[src/rtl/rtc_steer_pkg.sv]
package rtc_steer_pkg;
  localparam int unsigned REG_W = 8;

  // control register bit positions
  localparam int B_XFER  = 7;
  localparam int B_XTAL  = 6;
  localparam int B_BURST = 5;
  localparam int B_WAKE  = 4;
  localparam int B_AIE   = 3;
  localparam int B_KIE   = 2;
  localparam int B_WDE   = 1;
  localparam int B_WDS   = 0;

  // sticky flag cause indices
  localparam int N_SRC   = 3;
  localparam int S_ALARM = 2;
  localparam int S_KICK  = 1;
  localparam int S_WDOG  = 0;

  typedef struct packed {
    logic irq;
    logic alarm;
    logic kick;
    logic wdog;
  } flags_t;
endpackage

[src/rtl/rtc_ctrl_reg.sv]
module rtc_ctrl_reg
  import rtc_steer_pkg::*;
#(
  parameter int unsigned W = REG_W
) (
  input  logic         clk,
  input  logic         rst,
  input  logic         wr_en,
  input  logic [W-1:0] wdata,
  input  logic         hw_wde_clr,
  output logic [W-1:0] ctrl_q,
  output logic [W-1:0] ctrl_nxt
);
  always_comb begin
    ctrl_nxt = ctrl_q;
    if (wr_en) ctrl_nxt = wdata;
    if (hw_wde_clr) ctrl_nxt[B_WDE] = 1'b0;
  end

  always_ff @(posedge clk) begin
    if (rst) ctrl_q <= '0;
    else     ctrl_q <= ctrl_nxt;
  end

  AST_XFER_SW_ONLY: assert property (@(posedge clk) disable iff (rst)
    !$past(wr_en) |-> $stable(ctrl_q[B_XFER]));
endmodule

[src/rtl/rtc_evt_flags.sv]
module rtc_evt_flags
  import rtc_steer_pkg::*;
(
  input  logic   clk,
  input  logic   rst,
  input  logic   alarm_evt,
  input  logic   kick_evt,
  input  logic   wdog_evt,
  input  logic   alarm_ie,
  input  logic   kick_ie,
  input  logic   wdog_steer,
  input  logic   clr,
  output flags_t flags_q,
  output flags_t flags_nxt
);
  logic [N_SRC-1:0] src_set, src_q, src_nxt, src_irq;
  logic irq_set, irq_q, irq_nxt;

  assign src_set[S_ALARM] = alarm_evt;
  assign src_set[S_KICK]  = kick_evt;
  assign src_set[S_WDOG]  = wdog_evt;

  assign src_irq[S_ALARM] = alarm_evt & alarm_ie;
  assign src_irq[S_KICK]  = kick_evt & kick_ie;
  assign src_irq[S_WDOG]  = wdog_evt & ~wdog_steer;

  genvar gi;
  generate
    for (gi = 0; gi < N_SRC; gi++) begin : g_src
      // set beats clear
      assign src_nxt[gi] = src_set[gi] | (src_q[gi] & ~clr);
      always_ff @(posedge clk) begin
        if (rst) src_q[gi] <= 1'b0;
        else     src_q[gi] <= src_nxt[gi];
      end
    end
  endgenerate

  assign irq_set = |src_irq;
  assign irq_nxt = irq_set | (irq_q & ~clr);

  always_ff @(posedge clk) begin
    if (rst) irq_q <= 1'b0;
    else     irq_q <= irq_nxt;
  end

  assign flags_q   = '{irq: irq_q, alarm: src_q[S_ALARM], kick: src_q[S_KICK], wdog: src_q[S_WDOG]};
  assign flags_nxt = '{irq: irq_nxt, alarm: src_nxt[S_ALARM], kick: src_nxt[S_KICK], wdog: src_nxt[S_WDOG]};

  AST_EVT_WINS: assert property (@(posedge clk) disable iff (rst)
    ($past(alarm_evt) && !$past(rst)) |-> flags_q.alarm);
  AST_CLR_AFTER_READ: assert property (@(posedge clk) disable iff (rst)
    ($past(clr) && !$past(kick_evt)) |-> !flags_q.kick);
  AST_ALARM_CAUSE: assert property (@(posedge clk) disable iff (rst)
    $rose(flags_q.alarm) |-> $past(alarm_evt));
endmodule

[src/rtl/rtc_wdog_pulse.sv]
module rtc_wdog_pulse #(
  parameter int unsigned PULSE_LEN = 4,
  localparam int unsigned CNT_W = $clog2(PULSE_LEN + 1)
) (
  input  logic clk,
  input  logic rst,
  input  logic trig,
  output logic pulse_n
);
  logic [CNT_W-1:0] cnt_q, cnt_nxt;

  always_comb begin
    if (trig)              cnt_nxt = CNT_W'(PULSE_LEN);
    else if (cnt_q != '0)  cnt_nxt = cnt_q - CNT_W'(1);
    else                   cnt_nxt = '0;
  end

  always_ff @(posedge clk) begin
    if (rst) begin
      cnt_q   <= '0;
      pulse_n <= 1'b1;
    end else begin
      cnt_q   <= cnt_nxt;
      pulse_n <= (cnt_nxt == '0);
    end
  end

  AST_PULSE_CAUSE: assert property (@(posedge clk) disable iff (rst)
    $fell(pulse_n) |-> $past(trig));
endmodule

[src/rtl/rtc_event_steer.sv]
module rtc_event_steer
  import rtc_steer_pkg::*;
#(
  parameter int unsigned ADDR_W    = 2,
  parameter int unsigned PULSE_LEN = 4,
  parameter int unsigned CTRL_ADDR = 0,
  parameter int unsigned STAT_ADDR = 1
) (
  input  logic              clk,
  input  logic              rst,
  input  logic              bus_wr,
  input  logic              bus_rd,
  input  logic [ADDR_W-1:0] bus_addr,
  input  logic [REG_W-1:0]  bus_wdata,
  output logic [REG_W-1:0]  bus_rdata,
  input  logic              alarm_evt,
  input  logic              kick_evt,
  input  logic              wdog_evt,
  output logic              irq_n,
  output logic              pwr_n,
  output logic              wdog_rst_n
);
  localparam int unsigned FLAG_N = $bits(flags_t);

  logic sel_ctrl, sel_stat, ctrl_wr, stat_rd;
  logic wdog_q, wdog_to_rst;
  logic [REG_W-1:0] ctrl_q, ctrl_nxt, stat_word;
  flags_t flags_q, flags_nxt;

  assign sel_ctrl = (bus_addr == ADDR_W'(CTRL_ADDR));
  assign sel_stat = (bus_addr == ADDR_W'(STAT_ADDR));
  assign ctrl_wr  = bus_wr & sel_ctrl;
  assign stat_rd  = bus_rd & sel_stat;

  assign wdog_q      = wdog_evt & ctrl_q[B_WDE];
  assign wdog_to_rst = wdog_q & ctrl_q[B_WDS];

  rtc_ctrl_reg #(.W(REG_W)) u_ctrl (
    .clk        (clk),
    .rst        (rst),
    .wr_en      (ctrl_wr),
    .wdata      (bus_wdata),
    .hw_wde_clr (wdog_to_rst),
    .ctrl_q     (ctrl_q),
    .ctrl_nxt   (ctrl_nxt)
  );

  rtc_evt_flags u_flags (
    .clk        (clk),
    .rst        (rst),
    .alarm_evt  (alarm_evt),
    .kick_evt   (kick_evt),
    .wdog_evt   (wdog_q),
    .alarm_ie   (ctrl_q[B_AIE]),
    .kick_ie    (ctrl_q[B_KIE]),
    .wdog_steer (ctrl_q[B_WDS]),
    .clr        (stat_rd),
    .flags_q    (flags_q),
    .flags_nxt  (flags_nxt)
  );

  rtc_wdog_pulse #(.PULSE_LEN(PULSE_LEN)) u_pulse (
    .clk     (clk),
    .rst     (rst),
    .trig    (wdog_to_rst),
    .pulse_n (wdog_rst_n)
  );

  assign stat_word = {flags_q, {(REG_W - FLAG_N){1'b0}}};

  always_ff @(posedge clk) begin
    if (rst) begin
      bus_rdata <= '0;
      irq_n     <= 1'b1;
      pwr_n     <= 1'b1;
    end else begin
      if (bus_rd) begin
        if (sel_ctrl)      bus_rdata <= ctrl_q;
        else if (sel_stat) bus_rdata <= stat_word;
        else               bus_rdata <= '0;
      end
      irq_n <= ~flags_nxt.irq;
      pwr_n <= ~(flags_nxt.alarm & ctrl_nxt[B_WAKE]);
    end
  end

  AST_IRQ_TRACKS_FLAG: assert property (@(posedge clk) disable iff (rst)
    irq_n == !flags_q.irq);
  AST_RST_CLEARS_WDE: assert property (@(posedge clk) disable iff (rst)
    $fell(wdog_rst_n) |-> !ctrl_q[B_WDE]);
  AST_PWR_NEEDS_ALARM: assert property (@(posedge clk) disable iff (rst)
    !pwr_n |-> flags_q.alarm);
endmodule

[config.mk]
export PLATFORM = sky130hd
export DESIGN_NAME = rtc_event_steer
export DESIGN_NICKNAME = d
export VERILOG_FILES = /design/src/rtl/rtc_steer_pkg.sv /design/src/rtl/rtc_ctrl_reg.sv /design/src/rtl/rtc_evt_flags.sv /design/src/rtl/rtc_wdog_pulse.sv /design/src/rtl/rtc_event_steer.sv
export SDC_FILE = /design/constraint.sdc
export NUM_CORES = 1
export LEC_CHECK = 0
export ABC_AREA = 1
export BUFFER_PORTS_ARGS = -buffer_cell sky130_fd_sc_hd__clkbuf_2
export CORE_MARGIN = 3
export CORE_UTILIZATION = 45
export CTS_CLUSTER_SIZE = 14
export DETAILED_ROUTE_END_ITERATION = 16
export PLACE_DENSITY = 0.7
export SLEW_MARGIN = 20
export SYNTH_ARGS = -nofsm -noshare
export SYNTH_HDL_FRONTEND = slang
export SYNTH_SLANG_ARGS = --single-unit
export TNS_END_PERCENT = 30
[constraint.sdc]
create_clock -name clk -period 3 [get_ports clk]
set_input_delay 0.6 -clock clk [delete_from_list [all_inputs] [get_ports clk]]
set_output_delay 0.6 -clock clk [all_outputs]
set_load 0.01 [all_outputs]
==> results of run 1 <==
## logic make-up after synthesis
kind of cell | count (synthesis)
AND/OR/NAND/NOR | 76
flip-flops | 26
AO/OA/AOI/OAI | 18
buffers and inverters | 23
adder cells (fa/ha/maj) | 2
## worst min path at each step
| stage | from | to | slack (ns) |
|---|---|---|---|
| floorplan | u_flags.flags_q[0] | u_flags.flags_q[0] | 0.44 |
| global placement | bus_rdata[3] | bus_rdata[3] | 0.46 |
| detailed placement | bus_rdata[1] | bus_rdata[1] | 0.46 |
| CTS | bus_rdata[1] | bus_rdata[1] | 0.48 |
| global route | kick_evt | u_flags.flags_q[1] | 0.48 |
| finish | bus_rdata[3] | bus_rdata[3] | 0.48 |
## tightest hold or removal path, delay by kind of cell (launching register included)
kind / cells / cell delay [ns]
and+or+nand+nor: 1 / 0.06
DFF: 1 / 0.33
AOI/OAI and AO/OA: 1 / 0.05
## registers in the layout (all words and copies together), names as in the netlist
name / flops
pwr_n: 1
irq_n: 1
bus_rdata: 8
u_pulse.pulse_n: 1
u_flags.irq_q: 1
u_ctrl.ctrl_q: 8
u_pulse.cnt_q: 3
u_flags.flags_q: 3
## cells in the final DEF, fill, tap and decap left out, types with 2 or more instances in the layout
cell type	instances
nand2_1	34
nand3_1	13
nor2_1	21
clkbuf_2	27
inv_2	2
o21ai_0	7
a21oi_1	10
dfxtp_1	26
ha_1	2
inv_1	16
clkbuf_4	3
nand4_1	4
## metal layers
metal / routed length (um) / up-vias / GRT usage
li1: - / 510 / -
met1: 954 / 391 / 0.2046
met2: 1021 / 23 / 0.2500
met3: 140 / 2 / 0.02413
met4: 13 / 0 / 0.07287
met5: 0 / - / 0
## through the flow
stage | instance area, um^2 | hold WS (ns) | utilization
after global routing | 1254 | 0.4839 | 0.5613
after floorplan | 1076 | 0.4409 | -
final | 1254 | 0.4761 | 0.5613
after CTS | 1254 | 0.4795 | 0.5613
after detailed placement | 1217 | 0.4610 | 0.5451
after global placement | 1217 | 0.4587 | 0.5451
## area by class of cell
type / count / area [um^2] / share of cell area
Sequential cell: 26 / 520.5 / 0.4152
Clock buffer: 4 / 36.28 / 0.02894
Inverter: 19 / 76.32 / 0.06088
Multi-Input combinational cell: 96 / 450.4 / 0.3593
Tap cell: 28 / 35.03 / 0.02794
Timing Repair Buffer: 27 / 135.1 / 0.1078
## power breakdown
| group | internal (W) | total, W | switching, W |
|---|---|---|---|
| combinational | 0.0000212 | 0.0000560 | 0.0000348 |
| sequential | 0.000356 | 0.000363 | 0.00000677 |
| clock | 0.0000742 | 0.000173 | 0.0000989 |
| total | 0.000452 | 0.000592 | 0.000141 |
==> metrics.md, run 1 <==
| Metric | Value |
|---|---|
| Synth Flop Type | `dfxtp_1` |
| GRT Residual Overflow | `0` |
| Number of flops mapped to enable cells by yosys | `0` |
| Max Buffers Root-to-Sink | `2` |
| Floorplan core area | `0.002233 mm^2` |
| CP top delay family | `flip-flops` |
| Mux contribution to synthesized area | `0` |
| Arrival time at the worst endpoint | `0.81 ns` |
| WP depth | `1` |
| Top cell type by total area after synthesis | `dfxtp_1` |
| Crit Path Class | `register to output port` |
| Die Width | `54.90 um` |
| Worst-path fanout max | `2` |
| Total wire length | `2.130 mm` |
| RD Place Congestion | `0.8229` |
| N_diodes | `0` |
| Post-synthesis cell count | `145` |
| Synth area leaders | `dfxtp_1 48%, nand2_1 12%, nor2_1 7.3%` |
| Avg Inst Size Synth | `7.421 um^2` |
| Crit path capture type | `output port` |
| Largest stage delay on the critical path | `0.36 ns` |
| Largest family of logic cells by synthesized area | `simple AND/OR/NAND/NOR gates` |
| DRT iter0 DRCs | `14` |
| Fin cells | `200` |
| Fill count | `250` |
| Reg2reg end | `u_pulse.pulse_n` |
| Setup TNS | `0 ns` |
| Post-Synthesis Net Count | `164` |
| Critical path endpoint | `bus_rdata[6]` |
| Power per cell area | `472.5 mW/mm^2` |
| I/O Pins | `28` |
| Root buf cell | `clkbuf_4` |
| Initial antenna violation count | `0` |
| R2r setup slk | `1.90 ns` |
| Register area share after synthesis | `0.4837` |
| Post-synth top area share | `0.4837` |
| Share of cells above drive strength 1 | `0.2267` |
| RR Startpoint | `u_pulse.cnt_q[0]` |
| Most frequent cell after synthesis | `nand2_1` |
| Compound-Gate Fraction of Synth Area | `0.08721` |
| Syn Std Cell Area | `0.001076 mm^2` |
| XOR/XNOR Fraction of Synth Area | `0` |
| Largest net degree at the start of global routing | `15` |
| PostCTS Resize Cnt | `0` |
| Post-layout nets | `192` |
| Critical-path cell list | `clkbuf_2` |
| Crit path launch type | `register` |
| Initial Util | `0.4818` |
| Leakage | `0.6244 nW` |
| Synth cell types | `19` |
| Worst-Skew Late Latency | `0.31 ns` |
| Die height | `54.90 um` |
| Worst setup margin | `1.589 ns` |
| Post-synthesis simple-gate area fraction | `0.3081` |
| DRT antenna net count | `0` |
| Number of global-route vias before repair | `815` |
| Post-Synth Adder-Cell Area | `0.02326` |
| Worst slew pin tran | `0.3837 ns` |
| Placed instance count | `196` |
| DR DRC count | `0` |
| Drt wl/cell | `10.65 um` |
| Max_slew headroom | `0.7439` |
| Clk sink count | `26` |
| Number of max-cap violations | `0` |
| HPWL Detailed | `1.679 mm` |
| Yosys reg bits | `26` |
| PortBufs | `27` |
| CTS tree | `yes` |
| RSZ-0062 raised after global routing | `no` |
| Crit path time final | `1.411 ns` |
| Critical path launch point | `bus_rdata[6]` |
| Area Overhead vs Synth | `16.51%` |
| Period utilisation layout | `0.4705` |
| Post-synth ARST share | `0` |
| Synth cell count leaders | `34 x nand2_1, 26 x dfxtp_1, 21 x nor2_1, 16 x inv_1, 13 x nand3_1` |
| Vias after detailed routing | `926` |
| Total GRT Usage | `0.1560` |
| Yosys warning count | `0` |
| Worst Path Required | `2.40 ns` |
| Setup WS pre-CTS | `1.490 ns` |
| First-pass GRT wire length | `3.374 mm` |
| Reg2reg path depth | `6` |
| Worst Path Buf+Inv | `1` |
| Setup repair bufs after CTS | `0` |
| Final Max Tran Viols | `0` |
| Die area | `0.003014 mm^2` |
| Clock-pin slew on the worst setup and hold paths | `0.13 ns` |
| Worst vdd ir | `0.2530 mV` |
| Outcome | `complete, no violations` |
| Hold Buf Count CTS | `0` |
| Vias per cell | `4.630` |
| Skew final | `0.001141 ns` |
| CP max-delay cell | `dfxtp_1` |
| Min-Delay Path Class | `register to register` |
| Finish-stage setup viols | `0` |
| Core Rows | `17` |
| Num CTS Buffers | `3` |
| CTS H-tree depth | `1` |
| Hold Crit Depth | `2` |
| Max Fclk | `708.5 MHz` |
| Tot Pwr | `0.0005924 W` |
| Endpoints failing hold | `0` |
| First-pass iteration count of the detailed router | `4` |
Power figures use the tool's default switching activity.
==> run 2, diff against run 1 <==
- PLACE_DENSITY: 0.7 -> 0.72
- clock period: 3 -> 1.25 ns (I/O delays scaled with it)
==> run 2 against run 1 <==
Net effect:
- power is 140% higher
- worst hold slack worse by 0.32 ns
- first-iteration DRC count is 93% higher
- global-route usage is 0.40 points higher
- final cell count is 0.50% higher
- register-to-register slack worse by 1.7 ns
- die area stayed put
- highest routed layer unchanged
- combinational power is 150% higher
- flip-flop and latch count stayed put
- sequential share of layout area is 0.25 points lower
==> metrics.md, run 2 (synthesized netlist as in run 1, its figures left out) <==
| Metric | Value |
|---|---|
| First-pass iteration count of the detailed router | `4` |
| Die Width | `54.90 um` |
| Placed instance count | `197` |
| Power per cell area | `1125 mW/mm^2` |
| Largest regs | `bus_rdata (8), u_ctrl.ctrl_q (8)` |
| RSZ-0062 raised after global routing | `no` |
| Max Fclk | `919.6 MHz` |
| Arrival time at the worst endpoint | `1.34 ns` |
| CTS tree | `yes` |
| PostCTS Resize Cnt | `0` |
| Seq pwr share | `0.614` |
| Die area | `0.003014 mm^2` |
| Max_slew headroom | `0.7223` |
| HPWL Detailed | `1.635 mm` |
| Worst Path Required | `1.50 ns` |
| Setup TNS | `0 ns` |
| Root buf cell | `clkbuf_4` |
| Num CTS Buffers | `3` |
| Floorplan core area | `0.002233 mm^2` |
| Vias after detailed routing | `956` |
| Vias per cell | `4.756` |
| Comb power frac | `0.097` |
| Min-Delay Path Class | `input port to register` |
| Fin cells | `201` |
| PortBufs | `27` |
| Period utilisation layout | `0.8700` |
| Finish-stage setup viols | `0` |
| Most frequent cells in the layout | `34 x nand2_1, 27 x clkbuf_2, 26 x dfxtp_1` |
| Worst-path fanout max | `3` |
| Worst slew pin tran | `0.4161 ns` |
| Max Buffers Root-to-Sink | `2` |
| Endpoints failing hold | `0` |
| DR DRC count | `0` |
| Crit path capture type | `register` |
| Crit Path Class | `register to register` |
| Die height | `54.90 um` |
| Initial Util | `0.4818` |
| RD Place Congestion | `0.8106` |
| Worst vdd ir | `0.8498 mV` |
| Crit path time final | `1.087 ns` |
| Hold Crit Depth | `3` |
| Total GRT Usage | `0.1600` |
| Number of global-route vias before repair | `856` |
| Drt wl/cell | `10.39 um` |
| Setup WS pre-CTS | `0.1235 ns` |
| Switching share of power | `0.2340` |
| Clock-pin slew on the worst setup and hold paths | `0.12 ns` |
| Commonest non-fill, non-tap cell in the layout | `nand2_1` |
| Clk sink count | `26` |
| Worst setup margin | `0.1626 ns` |
| Setup repair bufs after CTS | `0` |
| CTS H-tree depth | `1` |
| Clock power share | `0.289` |
| Total wire length | `2.089 mm` |
| First-pass GRT wire length | `3.456 mm` |
| Initial antenna violation count | `0` |
| Worst-Skew Late Latency | `0.32 ns` |
| N_diodes | `0` |
| Post-layout nets | `193` |
| Skew final | `0.007153 ns` |
| Number of max-cap violations | `0` |
| Int Pwr | `0.001087 W` |
| DRT antenna net count | `0` |
| Leakage | `0.6292 nW` |
| GRT Residual Overflow | `0` |
| Final Max Tran Viols | `0` |
| Hold Buf Count CTS | `0` |
| Reg2reg path depth | `6` |
| I/O Pins | `28` |
| Core Rows | `17` |
| Area Overhead vs Synth | `17.21%` |
| Largest net degree at the start of global routing | `15` |
| Outcome | `complete, no violations` |
| Sw power | `0.0003318 W` |
| Fill count | `234` |
| Share of cells above drive strength 1 | `0.2312` |
| Crit path launch type | `register` |
| DRT iter0 DRCs | `27` |
run 2: cell types whose count changed in the layout (fill, tap and decap cells not counted):
cell   previous run  this run
buf_4             0         1
run 2: per-stage QoR:
stage                     power [W]  utilization  cell area (um^2)  hold slack [ns]
final                      0.001418       0.5647              1261           0.1563
after global routing       0.001498       0.5647              1261           0.1439
after CTS                  0.001436       0.5647              1261           0.1458
after detailed placement   0.001027       0.5485              1225           0.4567
after global placement     0.001024       0.5485              1225           0.4579
after floorplan           0.0009766            -              1076           0.3674
run 2: final timing paths:
kind	slack [ns]	from	end
max	0.16	u_pulse.cnt_q[0]	u_pulse.pulse_n
min	0.16	bus_wdata[1]	u_ctrl.ctrl_q[1]
max reg2reg	0.16	u_pulse.cnt_q[0]	u_pulse.pulse_n
min reg2reg	0.47	bus_rdata[3]	bus_rdata[3]
run 2: cell type report:
| type | instances | area [um^2] | share of cell area |
|---|---|---|---|
| Sequential cell | 26 | 520.5 | 0.4127 |
| Multi-Input combinational cell | 96 | 450.4 | 0.3571 |
| Timing Repair Buffer | 28 | 142.6 | 0.1131 |
| Inverter | 19 | 76.32 | 0.06052 |
| Clock buffer | 4 | 36.28 | 0.02877 |
| Tap cell | 28 | 35.03 | 0.02778 |
run 2: power by group through the flow:
stage	Clock (W)	Sequential (W)	Combinational, W
final	0.000410	0.000870	0.000138
after floorplan	0	0.000889	0.0000878
after global placement	0	0.000888	0.000135
after CTS	0.000427	0.000871	0.000138
after global routing	0.000467	0.000875	0.000156
after detailed placement	0	0.000889	0.000138
run 2: metal layers:
metal  vias up  track usage  wire (um)
met4         0      0.08502         28
li1        511            -          -
met3         4      0.02413        146
met1       410       0.2083        980
met2        31       0.2539        934
met5         -            0          0
run 2: critical path, cell delays in order, from the launching register on:
cell	delay [ns]
dfxtp_1	0.34
nor2_1	0.17
inv_1	0.07
ha_1	0.17
inv_1	0.08
nand2_1	0.05
o21ai_0	0.14
